==> src/rtl/cmtw_pkg.sv <==
`timescale 1ns/1ps
package cmtw_pkg;
  // Default geometry of the sample and coefficient words.
  localparam int unsigned CMTW_DATA_W = 17;  // sign + 16 magnitude bits
  localparam int unsigned CMTW_TW_W   = 9;   // sign + 8 fraction bits
  localparam int unsigned CMTW_INT_W  = 8;   // integer bits in the low end of a sample part
endpackage

==> src/rtl/cmtw_part_decode.sv <==
`timescale 1ns/1ps
// Splits one sign-magnitude part into its sign flag and a plain magnitude.
// INT_W > 0: the integer field sits below the fraction field, so the two are swapped.
// INT_W == 0: the part is a pure fraction and the magnitude is taken as is.
module cmtw_part_decode #(
  parameter int unsigned W     = 17,
  parameter int unsigned INT_W = 8
) (
  input  logic [W-1:0] code,
  output logic         neg,
  output logic [W-2:0] mag
);
  localparam int unsigned MW = W - 1;

  assign neg = code[W-1];

  generate
    if (INT_W == 0) begin : g_pure_frac
      assign mag = code[MW-1:0];
    end else begin : g_swapped
      localparam int unsigned FR = MW - INT_W;
      assign mag = {code[INT_W-1:0], code[MW-1:INT_W]};
      initial begin
        if (FR == 0) $display("cmtw_part_decode: sample part has no fraction field");
      end
    end
  endgenerate
endmodule

==> src/rtl/cmtw_smul.sv <==
`timescale 1ns/1ps
// One sign-magnitude partial product, rescaled by dropping the coefficient fraction.
// The magnitude is truncated, which for a sign-magnitude value is truncation toward zero.
module cmtw_smul #(
  parameter int unsigned MW = 16,   // sample magnitude width
  parameter int unsigned TW = 8     // coefficient magnitude width (all fraction)
) (
  input  logic          a_neg,
  input  logic [MW-1:0] a_mag,
  input  logic          b_neg,
  input  logic [TW-1:0] b_mag,
  output logic          p_neg,
  output logic [MW-1:0] p_mag
);
  localparam int unsigned PW = MW + TW;

  function automatic logic [MW-1:0] scaled_mag(input logic [MW-1:0] a, input logic [TW-1:0] b);
    logic [PW-1:0] full;
    full = PW'(a) * PW'(b);
    return MW'(full >> TW);
  endfunction

  assign p_mag = scaled_mag(a_mag, b_mag);
  // A product that truncates to zero carries no sign.
  assign p_neg = (a_neg ^ b_neg) && (p_mag != '0);
endmodule

==> src/rtl/cmtw_combine.sv <==
`timescale 1ns/1ps
// Adds or subtracts two sign-magnitude products and repacks the result
// into the sample layout: sign on top, fraction field, then integer field.
module cmtw_combine #(
  parameter int unsigned MW       = 16,
  parameter int unsigned INT_W    = 8,
  parameter bit          SUBTRACT = 1'b0
) (
  input  logic          a_neg,
  input  logic [MW-1:0] a_mag,
  input  logic          b_neg,
  input  logic [MW-1:0] b_mag,
  output logic          r_neg,
  output logic [MW-1:0] r_mag,
  output logic [MW:0]   r_code
);
  localparam int unsigned SW = MW + 2;
  localparam int unsigned FR = MW - INT_W;

  function automatic logic signed [SW-1:0] to_signed(input logic n, input logic [MW-1:0] m);
    logic signed [SW-1:0] v;
    v = $signed({2'b00, m});
    return n ? -v : v;
  endfunction

  function automatic logic [MW:0] pack(input logic n, input logic [MW-1:0] m);
    return {n, m[FR-1:0], m[MW-1:FR]};
  endfunction

  logic signed [SW-1:0] lhs, rhs, total;
  logic        [SW-1:0] total_abs;

  assign lhs = to_signed(a_neg, a_mag);
  assign rhs = to_signed(b_neg, b_mag);

  generate
    if (SUBTRACT) begin : g_sub
      assign total = lhs - rhs;
    end else begin : g_add
      assign total = lhs + rhs;
    end
  endgenerate

  assign total_abs = total[SW-1] ? SW'(-total) : SW'(total);
  assign r_mag     = MW'(total_abs);            // silent wrap above MW bits
  assign r_neg     = total[SW-1] && (r_mag != '0);
  assign r_code    = pack(r_neg, r_mag);
endmodule

==> src/rtl/cmtw_twiddle_mul.sv <==
`timescale 1ns/1ps
module cmtw_twiddle_mul
  import cmtw_pkg::*;
#(
  parameter int unsigned DATA_W = CMTW_DATA_W,
  parameter int unsigned TW_W   = CMTW_TW_W,
  parameter int unsigned INT_W  = CMTW_INT_W
) (
  input  logic [DATA_W-1:0] x_re,
  input  logic [DATA_W-1:0] x_im,
  input  logic [TW_W-1:0]   w_re,
  input  logic [TW_W-1:0]   w_im,
  output logic [DATA_W-1:0] y_re,
  output logic [DATA_W-1:0] y_im
);
  localparam int unsigned MAG_W  = DATA_W - 1;
  localparam int unsigned TMAG_W = TW_W - 1;

  // Index 0 = real part, index 1 = imaginary part.
  logic [1:0][DATA_W-1:0] d_code;
  logic [1:0][TW_W-1:0]   t_code;
  logic [1:0]             d_neg, t_neg;
  logic [1:0][MAG_W-1:0]  d_mag;
  logic [1:0][TMAG_W-1:0] t_mag;

  assign d_code = {x_im, x_re};
  assign t_code = {w_im, w_re};

  genvar g;
  generate
    for (g = 0; g < 2; g++) begin : g_dec
      cmtw_part_decode #(.W(DATA_W), .INT_W(INT_W)) u_ddec (
        .code(d_code[g]), .neg(d_neg[g]), .mag(d_mag[g]));
      cmtw_part_decode #(.W(TW_W), .INT_W(0)) u_tdec (
        .code(t_code[g]), .neg(t_neg[g]), .mag(t_mag[g]));
    end
  endgenerate

  // Partial product k = 2*i + j pairs sample part i with coefficient part j:
  // 0 = re*re, 1 = re*im, 2 = im*re, 3 = im*im.
  logic [3:0]            prod_neg;
  logic [3:0][MAG_W-1:0] prod_mag;

  genvar i, j;
  generate
    for (i = 0; i < 2; i++) begin : g_row
      for (j = 0; j < 2; j++) begin : g_col
        cmtw_smul #(.MW(MAG_W), .TW(TMAG_W)) u_mul (
          .a_neg(d_neg[i]), .a_mag(d_mag[i]),
          .b_neg(t_neg[j]), .b_mag(t_mag[j]),
          .p_neg(prod_neg[2*i+j]), .p_mag(prod_mag[2*i+j]));
      end
    end
  endgenerate

  logic [1:0]            res_neg;
  logic [1:0][MAG_W-1:0] res_mag;

  cmtw_combine #(.MW(MAG_W), .INT_W(INT_W), .SUBTRACT(1'b1)) u_real (
    .a_neg(prod_neg[0]), .a_mag(prod_mag[0]),
    .b_neg(prod_neg[3]), .b_mag(prod_mag[3]),
    .r_neg(res_neg[0]), .r_mag(res_mag[0]), .r_code(y_re));

  cmtw_combine #(.MW(MAG_W), .INT_W(INT_W), .SUBTRACT(1'b0)) u_imag (
    .a_neg(prod_neg[1]), .a_mag(prod_mag[1]),
    .b_neg(prod_neg[2]), .b_mag(prod_mag[2]),
    .r_neg(res_neg[1]), .r_mag(res_mag[1]), .r_code(y_im));
endmodule

==> config.mk <==
export PLATFORM = sky130hd
export DESIGN_NAME = cmtw_twiddle_mul
export DESIGN_NICKNAME = d
export VERILOG_FILES = /design/src/rtl/cmtw_pkg.sv /design/src/rtl/cmtw_part_decode.sv /design/src/rtl/cmtw_smul.sv /design/src/rtl/cmtw_combine.sv /design/src/rtl/cmtw_twiddle_mul.sv
export SDC_FILE = /design/constraint.sdc
export NUM_CORES = 1
export LEC_CHECK = 0
export ABC_AREA = 1
export ABC_CLOCK_PERIOD_IN_PS = 29400
export BUFFER_PORTS_ARGS = -buffer_cell sky130_fd_sc_hd__buf_2
export CORE_MARGIN = 2
export CORE_UTILIZATION = 51
export DETAILED_ROUTE_END_ITERATION = 7
export GPL_TIMING_DRIVEN = 0
export PLACE_DENSITY_LB_ADDON = 0.3
export SYNTH_ARGS = -nofsm -noshare
export SYNTH_HDL_FRONTEND = slang
export SYNTH_SLANG_ARGS = --single-unit
export TNS_END_PERCENT = 20
==> constraint.sdc <==
create_clock -name vclk -period 29.4
set_clock_uncertainty 0.15 [all_clocks]
set_input_delay 2.94 -clock vclk [all_inputs]
set_output_delay 2.94 -clock vclk [all_outputs]
set_load 0.02 [all_outputs]
# Word-level counts from Yosys, hierarchy flattened
# Index checks and enable logic that the tools add are counted.
# word_totals
ff_bits	0
output_inout_bits	34
word_cells	34
# classes
addsub	8
n_mul	4
mux	6
n_bitwise	4
reduce_logical	12
# op_table
op	count
multiplier 16 x 8 -> 24 bit	4
nonzero test 16 bit	6
2-to-1 mux 18 bit	4
negator 16 -> 18 bit	4
2-to-1 mux 16 bit	2
negator 16 bit	2
adder 18 bit	1
subtractor 18 bit	1
logical AND 1 bit	6
bitwise XOR 1 bit	4

# Logic depth before layout (Yosys ltp)
# depth
word_depth	9
depth_mapped	56

# By module
# From an unflattened synthesis, not the netlist that was laid out.
# hier_totals
cells_unflattened	4047
area_unflattened_um2	24672.4
# by_module_without_submodules
module	n_inst	cells_each	area_per_inst_um2	seq_area_each_um2
cmtw_smul (g_row[0].g_col[0].u_mul ...)	2	734	4708.3	0.0
cmtw_smul (g_row[0].g_col[1].u_mul)	1	737	4719.5	0.0
cmtw_smul (g_row[1].g_col[0].u_mul)	1	734	4712.0	0.0
cmtw_combine (u_real)	1	528	2753.9	0.0
cmtw_combine (u_imag)	1	528	2680.1	0.0
cmtw_part_decode (g_dec[0].u_ddec ...)	2	17	127.6	0.0
cmtw_part_decode (g_dec[0].u_tdec ...)	2	9	67.6	0.0

# Worst setup path after synthesis
# OpenSTA, ideal clock, no wires.
# synth_path
path_kind	input to output
from	input x_im[13]
to	output y_re[16]
t_arrival_ns	10.272
required_ns	26.310
path_slack_ns	16.038
cell_stages	44
path_buffers	4
cell_sequence	clkbuf_1 -> clkbuf_1 -> nand2_1 -> inv_1 -> fa_1 -> fa_1 -> fa_1 -> inv_1 -> fa_1 -> inv_1 -> ha_1 -> nand2_1 -> nor2_1 -> and2_1 -> nand3_1 -> nand3_1 -> xor2_1 -> nand2_1 -> [8 not listed] -> a21o_1 -> a31oi_1 -> xor2_1 -> nand3_1 -> nor2_1 -> nand2_1 -> nor2_1 -> nand4_1 -> nor2_1 -> nand3_1 -> xor2_1 -> nand2_1 -> nand3_1 -> nor2_1 -> nand2_1 -> nor2_1 -> nor2_1 -> buf_4
# synth_between
elab_chain_cells	9
elab_cells_between_ends	10
classes_between	add/sub (3); mul (1); mux (2); reduce/logical (4)
# synth_rtl
element	line_no	source
from (decl)	cmtw_twiddle_mul.sv:10	input logic [DATA_W-1:0] x_im,
multiplier 16 x 8 -> 24 bit (*)	cmtw_smul.sv:19	full = PW'(a) * PW'(b);
branches (longest 2 deep; another with negator 16 -> 18 bit)	-	
2-to-1 mux 18 bit (*)	cmtw_combine.sv:23	return n ? -v : v;
subtractor 18 bit (*)	cmtw_combine.sv:38	assign total = lhs - rhs;
negator 16 bit	cmtw_combine.sv:44	assign total_abs = total[SW-1] ? SW'(-total) : SW'(total);
2-to-1 mux 16 bit	cmtw_combine.sv:44	
nonzero test 16 bit	cmtw_combine.sv:46	assign r_neg = total[SW-1] && (r_mag != '0);
logical AND 1 bit (*)	cmtw_combine.sv:46	
to (decl)	cmtw_twiddle_mul.sv:13	output logic [DATA_W-1:0] y_re,
# Mark *: on every way between the ends.

# Worst setup path after layout
# layout_path
from	input x_im[6]
to	output y_re[16]
# Same word-level chain as after synthesis.

==> flow_summary.yaml <==
run_status:
  status: "finished clean"
global_routing:
  grt_antenna_before_repair: 5
  grt_usage: 0.270
  grt_max_degree: 11
  grt_pass1_vias: 20700
  wire_length_of_the_first_global_routing_pass_um: 102000
  grt_overflow_total: 0
timing:
  max_slew_margin: 0.255
  rsz0062_at_grt: "no"
  final_critical_path_setup_slack_ns: 14.33
  fin_setup_tns_ns: 0
  final_setup_vio_count: 0
  worstMarginPinSlew_ns: 1.11
  hold_violations: 0
  max_freq_mhz: 66.4
  finalMaxSlewViolations: 0
  period_needed_ns: 15.07
  fin_crit_sh: 0.513
detailed_routing:
  avgRoutedWirePerCell_um: 14.5
  number_of_drc_violations_after_detailed_routing: 0
  drt-pass1-iter-count: 8
  route.detailed.vias_per_inst: 4.97
  totalWireLength_um: 61600
  routed_via_count: 21100
  drt.antenna.violating_nets: 0
  initial_drt_markers: 1526
place:
  gpl.final_weighted_congestion: 0.978
  placement.io_buffers: 58
  pre_cts_ws_ns: 14.47
  post_detail_place_hpwl_um: 53300
clocking:
  cts.repair_timing.setup_buffer_count: 0
  cts-hold-fix-buffers: 0
  postCtsResizedCells: 0
critical_path:
  cp_slowest_cell: "clkbuf_1"
  crit_required_ns: 26.31
  cp-end-kind: "output port"
  critical_path.startpoint_type: "primary input"
  critical_path.max_stage_delay_ns: 0.57
  worst-setup-path-type: "in -> out"
  worstPathMaxFanout: 10
  cp_data_arrival_time_ns: 11.98
synthesis:
  dominant_cell_type_by_area_after_synthesis: "fa_1"
  syn_avg_cell_area_um2: 6.25
  post_synth_main_area_contributors: "fa_1 (30%), nand2_1 (18%), inv_1 (18%), ha_1 (11%), xor2_1 (3.3%)"
  netlist-cell-type-count: 48
  synth-warning-count: 0
  synth_nets: 4188
  seq_area_frac_synth: 0
  area_share_of_the_largest_cell_type_after_synthesis: 0.297
  syn-instance-count: 3598
  syn_area_um2: 22500
run:
  drv_cap: 0
finish:
  layout.sequential_cells: 0
  utilization: 0.543
  area_growth_syn_to_layout_pct: 4.60
  clock_buffers: 0
  area.sequential_um2: 0
  post_route_cells_drive_above_1_share: 0.0345
  final_layout_net_count: 4248
floorplan:
  fp.coreArea_um2: 43300
  initial_core_util: 0.519
  die_w_um: 214
  die_span_in_y_um: 214
  placementRows: 76
  fp.dieArea_um2: 45800
  pin_count: 86
hold_path:
  worstHoldPathType: "in -> out"
[per-stage QoR]
step,hold WS [ns],instance area [µm²],instances
after floorplan,6.28,22500,3598
after global placement,6.68,23500,4241
after detailed placement,6.69,23500,4241
after CTS,6.69,23500,4241
after global routing,6.80,23500,4246
final,6.68,23500,4246
[Yosys cell counts (2+ instances only)]
master and number:
a21boi_0 2, a21o_1 9, o2111ai_1 3, and3_1 3, xnor2_2 2, o21ai_0 56
nand2_1 1076, buf_4 3, xnor2_1 42, nand3b_1 28, buf_2 2, inv_1 1050
buf_1 6, o21bai_1 13, xor2_1 85, nor3_1 20, buf_6 3, a21oi_1 110
nand2_2 15, nand3_2 6, xor2_2 2, nand3_4 2, or2_2 2, ha_1 204
fa_1 334, clkbuf_1 105, inv_2 2, nor2_4 2, nand4_1 20, nand2_4 5
nand3_1 142, a31oi_1 10, nor3_2 8, nor2_1 193, nor2_2 7, o211ai_1 2
and2_1 7, nor4_1 7
[cells by family after synthesis]
family                     share of synthesized area
AOI/OAI and AO/OA                             0.0520
buffers and inverters                          0.197
adders and majority gates                      0.411
and+or+nand+nor                                0.287
xor gates and xnor gates                      0.0524
[cells in the final DEF (no fill, tap or decap), types with 15 or more instances in the layout]
master	count
nand4_1	20
nand2_1	1076
inv_1	1050
xnor2_1	42
nand3b_1	28
fa_1	334
nor2_1	193
nand2_2	15
xor2_1	85
o21ai_0	56
clkbuf_1	105
nor3_1	20
a21oi_1	110
ha_1	204
buf_2	60
nand3_1	142
[area by class of cell]
class / instances / area (µm²)
inverters: 1052 / 3950
multi-input cells: 2427 / 18000
fillers: 4509 / 19800
well taps: 585 / 732
repair buffers: 58 / 290
plain buffers: 119 / 483
diodes: 5 / 12.5
[critical path: cells and delay by family]
| kind | cells | cell delay, ns |
|---|---|---|
| adder cells (fa/ha/maj) | 6 | 2.77 |
| buffers and inverters | 10 | 1.94 |
| XOR/XNOR | 4 | 1.00 |
| AND/OR/NAND/NOR | 24 | 2.94 |
| AO/OA/AOI/OAI | 2 | 0.38 |
[layer usage]
metal  global-route usage  vias to the layer above  routed length, µm
li1                     -                    10500                  -
met1                0.346                     9677              25500
met2                0.473                      744              29100
met3               0.0186                      172               4040
met4                0.111                        0               2960
met5                    0                        -                  0
[path summary, 6_finish.rpt]
kind	startpoint	endpoint	slack, ns	cells past startpoint
worst min-delay path	w_im[8]	y_re[2]	6.68	9
worst max-delay path	x_im[6]	y_re[16]	14.33	46
Power is left out: the tool's default activity adds up to more than one toggle a clock period on the data nets, which glitch-free logic cannot reach.
